===== config.mk =====
export PLATFORM = sky130hd
export DESIGN_NAME = flash_cmd_front
export DESIGN_NICKNAME = d
export VERILOG_FILES = /design/src/rtl/flash_cmd_pkg.sv /design/src/rtl/fsc_sync.sv /design/src/rtl/fsc_status_tx.sv /design/src/rtl/flash_cmd_front.sv
export SDC_FILE = /design/constraint.sdc
export NUM_CORES = 1
export LEC_CHECK = 0
export BUFFER_PORTS_ARGS = -buffer_cell sky130_fd_sc_hd__buf_2
export CAP_MARGIN = 30
export CORE_MARGIN = 1.5
export CORE_UTILIZATION = 35
export DETAILED_ROUTE_END_ITERATION = 8
export GPL_TIMING_DRIVEN = 0
export HOLD_SLACK_MARGIN = 0.1
export PLACE_DENSITY = 0.62
export SYNTH_ARGS = -nofsm -noshare
export SYNTH_HDL_FRONTEND = slang
export SYNTH_HIERARCHICAL = 1
export SYNTH_SLANG_ARGS = --single-unit

===== constraint.sdc =====
create_clock -name clk -period 5.9 [get_ports clk]
set_input_delay 0.59 -clock clk [delete_from_list [all_inputs] [get_ports clk]]
set_output_delay 0.59 -clock clk [all_outputs]
set_load 0.05 [all_outputs]

===== src/rtl/flash_cmd_pkg.sv =====
package flash_cmd_pkg;

    localparam int OPC_W = 8;

    typedef enum logic [2:0] {
        ST_IDLE,
        ST_OPCODE,
        ST_ADDRESS,
        ST_STATUS,
        ST_HOLD,
        ST_DISCARD
    } fc_state_e;

    function automatic logic op_is_status(input logic [OPC_W-1:0] op);
        return (op == 8'h57) || (op == 8'hD7);
    endfunction

    function automatic logic op_is_known(input logic [OPC_W-1:0] op);
        unique case (op)
            8'h68, 8'hE8, 8'h52, 8'hD2, 8'h54, 8'hD4,
            8'h53, 8'h58, 8'h82, 8'h83, 8'h84, 8'h88: return 1'b1;
            default:                                  return 1'b0;
        endcase
    endfunction

    function automatic logic [7:0] pack_status(input logic rdy,
                                               input logic miss,
                                               input logic [3:0] dens);
        return {rdy, miss, dens, 2'b00};
    endfunction

endpackage


===== src/rtl/fsc_sync.sv =====
module fsc_sync #(
    parameter int          STAGES  = 2,
    parameter int          W       = 3,
    parameter logic [W-1:0] RST_VAL = '0
) (
    input  logic         clk,
    input  logic         rst_n,
    input  logic [W-1:0] d,
    output logic [W-1:0] q
);
    logic [W-1:0] chain [STAGES];

    for (genvar g = 0; g < STAGES; g++) begin : g_stage
        always_ff @(posedge clk or negedge rst_n) begin
            if (!rst_n) begin
                chain[g] <= RST_VAL;
            end else if (g == 0) begin
                chain[g] <= d;
            end else begin
                chain[g] <= chain[(g == 0) ? 0 : g-1];
            end
        end
    end

    assign q = chain[STAGES-1];
endmodule


===== src/rtl/fsc_status_tx.sv =====
module fsc_status_tx (
    input  logic       clk,
    input  logic       rst_n,
    input  logic       active,
    input  logic       shift_ev,
    input  logic [7:0] status_in,
    output logic       so,
    output logic       so_en
);
    logic [7:0] sh_q;
    logic [2:0] idx_q;

    always_ff @(posedge clk or negedge rst_n) begin
        if (!rst_n) begin
            sh_q  <= '0;
            idx_q <= '0;
            so_en <= 1'b0;
        end else if (!active) begin
            idx_q <= '0;
            so_en <= 1'b0;
        end else if (shift_ev) begin
            so_en <= 1'b1;
            idx_q <= idx_q + 3'd1;
            sh_q  <= (idx_q == 3'd0) ? status_in : {sh_q[6:0], 1'b0};
        end
    end

    assign so = sh_q[7];
endmodule


===== src/rtl/flash_cmd_front.sv =====
module flash_cmd_front
    import flash_cmd_pkg::*;
#(
    parameter int SYNC_STAGES = 2,
    parameter int RSV_W       = 6,
    parameter int PAGE_W      = 9,
    parameter int BYTE_W      = 9
) (
    input  logic              clk,
    input  logic              rst_n,
    input  logic              sck,
    input  logic              cs_n,
    input  logic              si,
    input  logic              dev_ready,
    input  logic              cmp_miss,
    input  logic [3:0]        density,
    output logic              so,
    output logic              so_en,
    output logic              cmd_valid,
    output logic [OPC_W-1:0]  cmd_opcode,
    output logic [PAGE_W-1:0] cmd_page,
    output logic [BYTE_W-1:0] cmd_byte,
    output logic              cs_rise
);
    localparam int ADDR_W = RSV_W + PAGE_W + BYTE_W;
    localparam int CNT_W  = $clog2(ADDR_W);

    // synchronised serial lines, order {cs_n, sck, si}
    logic [2:0] sync_q;
    fsc_sync #(.STAGES(SYNC_STAGES), .W(3), .RST_VAL(3'b100)) u_sync (
        .clk   (clk),
        .rst_n (rst_n),
        .d     ({cs_n, sck, si}),
        .q     (sync_q)
    );

    logic cs_act, sck_s, si_s, sck_d, cs_act_d;
    logic sck_rise, sck_fall;
    assign cs_act = ~sync_q[2];
    assign sck_s  = sync_q[1];
    assign si_s   = sync_q[0];

    always_ff @(posedge clk or negedge rst_n) begin
        if (!rst_n) begin
            sck_d    <= 1'b0;
            cs_act_d <= 1'b0;
        end else begin
            sck_d    <= sck_s;
            cs_act_d <= cs_act;
        end
    end

    assign sck_rise = cs_act &  sck_s & ~sck_d;
    assign sck_fall = cs_act & ~sck_s &  sck_d;

    fc_state_e         state_q, state_nx;
    logic [ADDR_W-1:0] sh_q, shifted;
    logic [CNT_W-1:0]  cnt_q;
    logic [OPC_W-1:0]  op_q;
    logic              op_done, addr_done;

    assign shifted   = {sh_q[ADDR_W-2:0], si_s};
    assign op_done   = (state_q == ST_OPCODE)  && sck_rise && (cnt_q == CNT_W'(OPC_W-1));
    assign addr_done = (state_q == ST_ADDRESS) && sck_rise && (cnt_q == CNT_W'(ADDR_W-1));

    // state register
    always_ff @(posedge clk or negedge rst_n) begin
        if (!rst_n) state_q <= ST_IDLE;
        else        state_q <= state_nx;
    end

    // transitions
    always_comb begin
        state_nx = state_q;
        unique case (state_q)
            ST_IDLE:    if (cs_act) state_nx = ST_OPCODE;
            ST_OPCODE:  if (op_done) begin
                            if (op_is_status(shifted[OPC_W-1:0]))     state_nx = ST_STATUS;
                            else if (op_is_known(shifted[OPC_W-1:0])) state_nx = ST_ADDRESS;
                            else                                      state_nx = ST_DISCARD;
                        end
            ST_ADDRESS: if (addr_done) state_nx = ST_HOLD;
            ST_STATUS, ST_HOLD, ST_DISCARD: state_nx = state_q;
            default:    state_nx = ST_IDLE;
        endcase
        if (!cs_act) state_nx = ST_IDLE;
    end

    // shift path and bit counter
    always_ff @(posedge clk or negedge rst_n) begin
        if (!rst_n) begin
            sh_q  <= '0;
            cnt_q <= '0;
            op_q  <= '0;
        end else begin
            if (state_q == ST_IDLE || op_done) begin
                cnt_q <= '0;
            end else if (sck_rise && (state_q == ST_OPCODE || state_q == ST_ADDRESS)) begin
                cnt_q <= cnt_q + CNT_W'(1);
            end
            if (sck_rise && (state_q == ST_OPCODE || state_q == ST_ADDRESS)) begin
                sh_q <= shifted;
            end
            if (op_done) op_q <= shifted[OPC_W-1:0];
        end
    end

    // outputs
    always_ff @(posedge clk or negedge rst_n) begin
        if (!rst_n) begin
            cmd_valid  <= 1'b0;
            cmd_opcode <= '0;
            cmd_page   <= '0;
            cmd_byte   <= '0;
            cs_rise    <= 1'b0;
        end else begin
            cmd_valid <= addr_done;
            cs_rise   <= cs_act_d & ~cs_act;
            if (addr_done) begin
                cmd_opcode <= op_q;
                cmd_page   <= shifted[BYTE_W +: PAGE_W];
                cmd_byte   <= shifted[BYTE_W-1:0];
            end
        end
    end

    fsc_status_tx u_stx (
        .clk       (clk),
        .rst_n     (rst_n),
        .active    (state_q == ST_STATUS),
        .shift_ev  (sck_fall),
        .status_in (pack_status(dev_ready, cmp_miss, density)),
        .so        (so),
        .so_en     (so_en)
    );
endmodule


[Yosys cells after proc, flatten, opt, wreduce, memory -nomap -nowiden]
Index checks and enable logic that the tools add are counted.
Word-level totals
  register bits: 81
  output and inout bits: 30
  word-level logic and storage cells: 83
Operators by class
  $add $sub $neg: 2
  equal/unequal tests: 25
  muxes and demuxes: 17
  bitwise logic cells: 8
  reductions and logical operators: 15
Operator list (number)
  == test 8 bit, second input constant: 8
  == test 8 x 7 -> 1 bit, second input constant: 6
  two-way mux 3 bit: 7
  one-hot mux 3 bit (4 select lines): 1
  OR reduction 12 bit: 1
  two-way mux 5 bit: 2
  two-way mux 8 bit: 1
  == test 3 x 2 -> 1 bit, second input constant: 2
  == test 3 bit, second input constant: 2
  logical NOT 3 bit: 2
  two-way mux 1 bit: 6
  inequality test 3 x 2 -> 1 bit, second input constant: 2
  adder 5 x 1 -> 5 bit, second input constant: 1
  bitwise AND 1 bit: 5
  == test 5 x 3 -> 1 bit, second input constant: 1
  == test 5 bit, second input constant: 1
  logical AND 1 bit: 5
  adder 3 x 1 -> 3 bit, second input constant: 1
  == test 3 x 1 -> 1 bit, second input constant: 1
  logical OR 1 bit: 3
  inverter 1 bit: 3
  AND reduction 3 bit: 1
  OR reduction 3 bit: 1
  inequality test 2 x 1 -> 1 bit, second input constant: 1
  other kinds (3): 3

[Longest topological paths before layout]
Gate-level depths: netlist (run 1).
  depth after elaboration: 12
  gate-level depth with buffers: 8
  depth with buffers taken out: 6

[Modules after synthesis]
Netlist (run 1), hierarchy kept.
By module, submodules not included
  flash_cmd_front: instances 1, cells each 209, area an instance 2728.9 um^2, seq. area each 1576.5 um^2
  fsc_status_tx: instances 1, cells each 53, area an instance 599.3 um^2, seq. area each 300.3 um^2
  fsc_sync: instances 1, cells each 9, area an instance 175.2 um^2, seq. area each 152.6 um^2

[Worst setup path after synthesis (run 1)]
No wires, ideal clock.
  path type: reg-to-reg
  start point: register u_sync.chain, in the netlist u_sync/q[2]
  end point: register cmd_byte[7]
  setup time: 125 ps
  arrival: 2250 ps
  data required time: 5775 ps
  path slack: 3526 ps
  cell stages (with the launch flop): 7
  path buffers: 2
  period minus slack after synthesis: 2374 ps
  cells stage by stage: dfstp_2 > buf_4 > or4b_4 > or4_4 > nor2_4 > buf_6 > mux2_2
Between the ends
  word-level cells in the longest chain between the ends: 5
Ends and longest elaborated chain
  start: declaration: RTL line fsc_sync.sv:11  | logic [W-1:0] chain [STAGES];
  start signal: indexed assignment: RTL line fsc_sync.sv:20  | chain[g] <= chain[(g == 0) ? 0 : g-1];
  inverter 1 bit: RTL line flash_cmd_front.sv:39  | assign cs_act = ~sync_q[2];
  bitwise AND 1 bit (2 in series): RTL line flash_cmd_front.sv:53  | assign sck_rise = cs_act & sck_s & ~sck_d;
  logical AND 1 bit (2 in series): RTL line flash_cmd_front.sv:64  | assign addr_done = (state_q == ST_ADDRESS) && sck_rise && (cnt_q == CNT_W'(ADDR_W-1));
  end signal: assignment: RTL line flash_cmd_front.sv:122  | cmd_byte <= shifted[BYTE_W-1:0];
  end: declaration: RTL line flash_cmd_front.sv:22  | output logic [BYTE_W-1:0] cmd_byte,
Every way passes these cells.
A chain may end at the register's enable or synchronous reset.

[Final worst setup path (run 1)]
  start point: register u_sync.chain, in the netlist u_sync/q[2]
  end point: register cmd_page[7]
Between the ends
  word-level cells in the longest chain between the ends: 5
Ends and longest elaborated chain
  inverter 1 bit: RTL line flash_cmd_front.sv:39
  bitwise AND 1 bit (2 in series): RTL line flash_cmd_front.sv:53
  logical AND 1 bit (2 in series): RTL line flash_cmd_front.sv:64
  end signal: assignment: RTL line flash_cmd_front.sv:121  | cmd_page <= shifted[BYTE_W +: PAGE_W];
  end: declaration: RTL line flash_cmd_front.sv:21  | output logic [PAGE_W-1:0] cmd_page,
Every way passes these cells.

==> results.json, run 1 <==
{
  "num_rows": 36,
  "cts-root-buf": "clkbuf_8",
  "port_buffers": 40,
  "p_per_area_mw_per_mm2": 309,
  "p_switching_mw": 0.366,
  "required_ns": 6.14,
  "switching_share_pct": 28.6,
  "core-area_sq_mm": 0.00973,
  "hpwl_mm": 4.18,
  "worst_setup_path_start_kind": "flip-flop",
  "grt-ovfl-total": 0,
  "post_cts_buffers": 0,
  "crit_path_end_kind": "flip-flop",
  "setup_ws_ns": 3.32,
  "yosys_warnings": 6,
  "wl_per_cell_um": 13.3,
  "cp_num_cells": 6,
  "peakVddDrop_mv": 0.129,
  "cts_tree": "done",
  "fmax_mhz": 388,
  "hold_violations": 0,
  "critPathArrivalTime_ns": 2.82,
  "synth-main-ff-cell": "dfrtp_1",
  "n_antenna_cell": 0,
  "cp_max_fo": 10,
  "cts_buffers": 9,
  "slowest_stage": "or4b_4",
  "critPathKind": "reg -> reg",
  "initial_core_util_pct": 36.0,
  "drtIter0Drc": 71,
  "num_vias": 2157,
  "grt_max_degree": 48,
  "ys_seq_elements": 81,
  "tightest_slew_ns": 0.669,
  "place_congestion": 0.830,
  "ys_seq_area_share_pct": 57.9,
  "clock_sink_count": 81,
  "dieArea_sq_mm": 0.0106,
  "dp_cells": 447,
  "vias_per_cell": 4.66,
  "antenna_found_initial": 0,
  "synthCells": 271,
  "postLayoutCellArea_sq_mm": 0.00415,
  "synth-edff-count": 0,
  "setup-violations-final": 0,
  "grt_pass1_vias": 2117,
  "leakagePower_nw": 2.02,
  "drive_gt1_share_pct": 38.8,
  "ys_types": 47,
  "post-place-ws_ns": 3.33,
  "cts_hold_buffers": 0,
  "maxCapViolations": 0,
  "clkSlewWorstSetupHoldPaths_ns": 0.09,
  "drt-total-wl_mm": 6.14,
  "relSlewSlack_pct": 55.3,
  "path_delay_family": "simple AND/OR/NAND/NOR gates",
  "postPlaceCellArea_sq_mm": 0.00392,
  "grt_usage_pct": 12.8,
  "min_period_over_period_pct": 43.7,
  "p_seq_share_pct": 47.8,
  "cts.repair.resized": 0,
  "avgSynthCellArea_sq_um": 12.9,
  "min_period_ns": 2.58,
  "die_h_um": 103,
  "htreeDepth": 3,
  "final_nets": 339,
  "grt_pass1_wl_mm": 10.2,
  "ctsLongestPathBuffers": 2,
  "hp-class": "in -> async",
  "fillers": 947,
  "cp_cell_sequence": "buf_4 -> or4b_4 -> or4_4 -> nor2_4 -> buf_6 -> mux2_2",
  "cp_num_buf_inv": 2,
  "finClkSkew_ns": 0.0145,
  "syn-cell-area_sq_mm": 0.00350,
  "maxSlewViolCount": 0,
  "finalNonFillerCells": 463,
  "max_stage_delay_ns": 0.57,
  "tns_ns": 0,
  "detail-route-antenna-nets": 0,
  "status": "complete, no violations",
  "combPwrFrac_pct": 15.5,
  "first_pass_iters": 4,
  "io_pins": 41,
  "clockPowerShare_pct": 36.7,
  "intPower_mw": 0.916,
  "drc": 0,
  "r2r_cells": 6,
  "synthArstFlopShare_pct": 100,
  "hold_slack_ns": 0.189,
  "rsz0062_at_grt": "no",
  "die_x_um": 103,
  "area_delta_synth_final_pct": 18.4,
  "clk-insertion-delay-late_ns": 0.36
}
layout make-up:
type | instances | area (sq um) | area share, %
inverter | 8 | 30.0 | 0.724
clock inverter | 7 | 109 | 2.62
multi-input combinational | 167 | 1330 | 31.9
tap | 133 | 166 | 4.01
clock buffer | 9 | 124 | 2.99
buffer | 16 | 123 | 2.96
sequential | 81 | 2030 | 48.9
timing repair buffer | 42 | 241 | 5.82
registers in the layout (all words and copies together), names as in the netlist:
register      cells
u_stx/idx_q       3
cmd_byte          9
op_q              8
u_stx/so_en       1
u_sync/q          3
cmd_valid         1
u_sync/chain      3
cs_rise           1
sh_q             17
cnt_q             5
cs_act_d          1
state_q           3
cmd_opcode        8
cmd_page          9
sck_d             1
u_stx/sh_q        8
kinds of logic (layout without fill, tap and decap cells):
| logic type | after synthesis | after routing | share of synthesized area, % |
|---|---|---|---|
| AO/OA/AOI/OAI | 39 | 39 | 7.57 |
| XOR/XNOR | 6 | 6 | 1.50 |
| adder cells (fa/ha/maj) | 3 | 3 | 1.07 |
| buffers and inverters | 24 | 82 | 4.36 |
| flip-flops | 81 | 81 | 57.9 |
| multiplexers | 55 | 55 | 17.4 |
| other | 1 | 2 | 0.107 |
| AND/OR/NAND/NOR | 62 | 62 | 10.1 |
worst register-to-register path, stage by stage, from the launching register on:
cell,delay (ns)
dfstp_2,0.37
buf_4,0.15
or4b_4,0.57
or4_4,0.52
nor2_4,0.29
buf_6,0.22
mux2_2,0.34
metrics by stage:
step                total power, mW  util (%)
CTS                            1.30      42.6
global route                   1.35      42.6
global placement              0.813      39.8
detailed placement            0.822      40.2
finish                         1.28      42.6
floorplan                     0.765         -
power groups by stage:
stage,clock network (mW),registers [mW],logic [mW]
CTS,0.482,0.613,0.200
detailed placement,0,0.623,0.199
finish,0.471,0.612,0.199
floorplan,0,0.617,0.148
global route,0.505,0.618,0.227
global placement,0,0.622,0.191
metal layers:
layer	vias to the layer above	GRT usage, %	routed length [um]
met3	9	2.78	214
met1	1041	17.3	3020
li1	1067	-	-
met2	40	19.1	2780
met5	-	0	0
met4	0	7.28	127
synthesized netlist by cell type (5+ instances only):
cell type / instances / area share (%)
a21oi_1: 9 / 1.3
clkbuf_1: 5 / 0.54
dfrtp_1: 79 / 56
inv_1: 8 / 0.86
mux2_2: 47 / 15
mux2i_1: 8 / 2.3
nand2_1: 15 / 1.6
nand3_1: 7 / 1.0
nor2_1: 11 / 1.2
o21ai_0: 13 / 1.9
path summary, 6_finish.rpt:
kind / start / end / slack [ns]
max: u_sync/q[2] / cmd_page[7] / 3.32
min: rst_n / op_q[1] / 0.19
max reg2reg: u_sync/q[2] / cmd_page[7] / 3.32
min reg2reg: u_sync/chain[3] / u_sync/q[0] / 0.35
max in group asynchronous: rst_n / u_stx/sh_q[1] / 5.13
min in group clk: cs_n / u_sync/chain[5] / 0.33
cell usage in the layout, fill, tap and decap left out, types with 7 or more instances in the layout:
cell type   n
inv_1       8
clkbuf_8    9
mux2i_1     8
buf_2      40
nand2_1    15
nand3_1     7
nor2_1     11
dfrtp_1    79
o21ai_0    13
a21oi_1     9
mux2_2     47
Note: power is estimated with default switching activity, not from simulation.
==> inputs of run 2 (changes only) <==
Clock period 5.9 ns to 2.6 ns, I/O delays scaled along.
==> results.json, run 2 (synthesized netlist as in run 1, its figures left out) <==
{
  "status": "complete, no violations",
  "clk-insertion-delay-late_ns": 0.36,
  "cts_buffers": 9,
  "fmax_mhz": 412,
  "hold_path_depth": 3,
  "core-area_sq_mm": 0.00973,
  "multi_input_area_sq_mm": 0.00133,
  "first_pass_iters": 4,
  "layout_commonest_cell": "dfrtp_1",
  "leakagePower_nw": 2.04,
  "num_vias": 2155,
  "hp-class": "in -> reg",
  "num_rows": 36,
  "antenna_found_initial": 0,
  "intPower_mw": 2.08,
  "place_congestion": 0.830,
  "p_seq_share_pct": 47.7,
  "critPathKind": "reg -> reg",
  "die_x_um": 103,
  "wl_per_cell_um": 13.1,
  "hold_violations": 0,
  "grt-ovfl-total": 0,
  "grt_usage_pct": 12.9,
  "io_pins": 41,
  "peakVddDrop_mv": 0.295,
  "r2r_start": "u_sync/q[2]",
  "n_antenna_cell": 0,
  "die_h_um": 103,
  "grt_pass1_vias": 2131,
  "worst_setup_path_start_kind": "flip-flop",
  "detail-route-antenna-nets": 0,
  "rsz0062_at_grt": "no",
  "dieArea_sq_mm": 0.0106,
  "final_nets": 344,
  "port_buffers": 40,
  "grt_pass1_wl_mm": 10.3,
  "relSlewSlack_pct": 56.7,
  "initial_core_util_pct": 36.0,
  "drive_gt1_share_pct": 38.5,
  "min_period_ns": 2.43,
  "clkSlewWorstSetupHoldPaths_ns": 0.09,
  "switching_share_pct": 28.5,
  "maxSlewViolCount": 0,
  "r2r_cells": 6,
  "tightest_slew_ns": 0.649,
  "reg_top3": "sh_q: 17 flops, cmd_byte: 9 flops, cmd_page: 9 flops",
  "min_period_over_period_pct": 93.3,
  "reg2reg_to": "cmd_byte[1]",
  "grt_max_degree": 48,
  "cts-root-buf": "clkbuf_8",
  "cts_tree": "done",
  "clock_sink_count": 81,
  "area_delta_synth_final_pct": 19.7,
  "drtIter0Drc": 45,
  "crit_path_end_kind": "flip-flop",
  "min_to": "u_stx/sh_q[6]",
  "p_per_area_mw_per_mm2": 694,
  "ctsLongestPathBuffers": 2,
  "drc": 0,
  "setup-violations-final": 0,
  "max_stage_delay_ns": 0.57,
  "required_ns": 2.84,
  "cp_cell_sequence": "buf_4 -> or4b_4 -> or4_4 -> nor2_4 -> buf_4 -> mux2_2",
  "slowest_stage": "or4b_4",
  "reg2reg_slack_ns": 0.17,
  "path_delay_family": "simple AND/OR/NAND/NOR gates",
  "finalNonFillerCells": 468,
  "largest_register_ffs": 17,
  "critPathArrivalTime_ns": 2.67,
  "final_cell_mix": "79 x dfrtp_1, 47 x mux2_2, 40 x buf_2",
  "drt-total-wl_mm": 6.13,
  "combPwrFrac_pct": 15.7,
  "total_power_mw": 2.91,
  "final-seq-area_sq_mm": 0.00203,
  "min_from": "cmp_miss",
  "largest_register": "sh_q",
  "cp_max_fo": 7,
  "dp_cells": 447,
  "vias_per_cell": 4.60,
  "maxCapViolations": 0,
  "cts.repair.resized": 0,
  "htreeDepth": 3,
  "finClkSkew_ns": 0.0152,
  "clockPowerShare_pct": 36.6,
  "cp_num_buf_inv": 2,
  "hpwl_mm": 4.18,
  "cp_common_cell": "buf_4",
  "p_switching_mw": 0.831,
  "fillers": 948
}
[run 2: final cells by class]
cell class	instances	area share (%)
Clock buffer	9	2.95
Clock inverter	7	2.59
Sequential cell	81	48.4
Tap cell	133	3.97
Timing Repair Buffer	47	6.89
Multi-Input combinational cell	167	31.6
Buffer	16	2.92
Inverter	8	0.716
[run 2: worst min-delay path, stage by stage]
cell	delay, ns
buf_2	0.08
mux2i_1	0.05
a21oi_1	0.13
[run 2: timing repair]
action                                 CTS  global route
hold buffers                             4             0
endpoints found under the hold margin   35             0
setup buffers                            0             1
setup endpoints to repair                0            19
[run 2: worst max-delay path by stage]
stage | from | endpoint | slack, ns | depth (start not counted)
2_1_floorplan | u_sync/q[2] | cmd_byte[7] | 0.23 | 6
3_3_place_gp | u_sync/q[2] | sh_q[9] | -0.03 | 5
3_5_place_dp | u_sync/q[2] | cmd_page[0] | 0.03 | 6
4_1_cts | u_sync/q[2] | cmd_page[0] | 0.007 | 6
5_1_grt | u_sync/q[2] | state_q[2] | 0.06 | 6
6_report | u_sync/q[2] | cmd_byte[1] | 0.17 | 6
[run 2: per-layer routing]
layer	up-vias	track usage, %	wire (um)	share of wire, %
li1	1073	-	-	-
met1	1035	17.4	2990	49
met2	37	19.2	2770	45
met3	10	2.78	226	3.7
met4	0	7.28	140	2.3
met5	-	0	0	0
[run 2: power by group through the flow]
stage               clock network (mW)  registers, mW  logic (mW)
finish                            1.07           1.39       0.456
global route                      1.15           1.40       0.519
CTS                               1.09           1.39       0.459
detailed placement                   0           1.41       0.453
global placement                     0           1.41       0.433
floorplan                            0           1.40       0.336
[run 2: stage by stage]
step	hold WS, ns	setup WS (ns)	setup TNS [ns]	util (%)	instance area (sq um)
2_1_floorplan	-0.0356	0.226	0	-	3510
6_report	0.205	0.174	0	43.1	4200
5_1_grt	0.224	0.0644	0	43.1	4200
4_1_cts	0.201	0.00718	0	43.0	4190
3_3_place_gp	0.336	-0.0330	-0.186	39.8	3870
3_5_place_dp	0.259	0.0255	0	40.2	3920
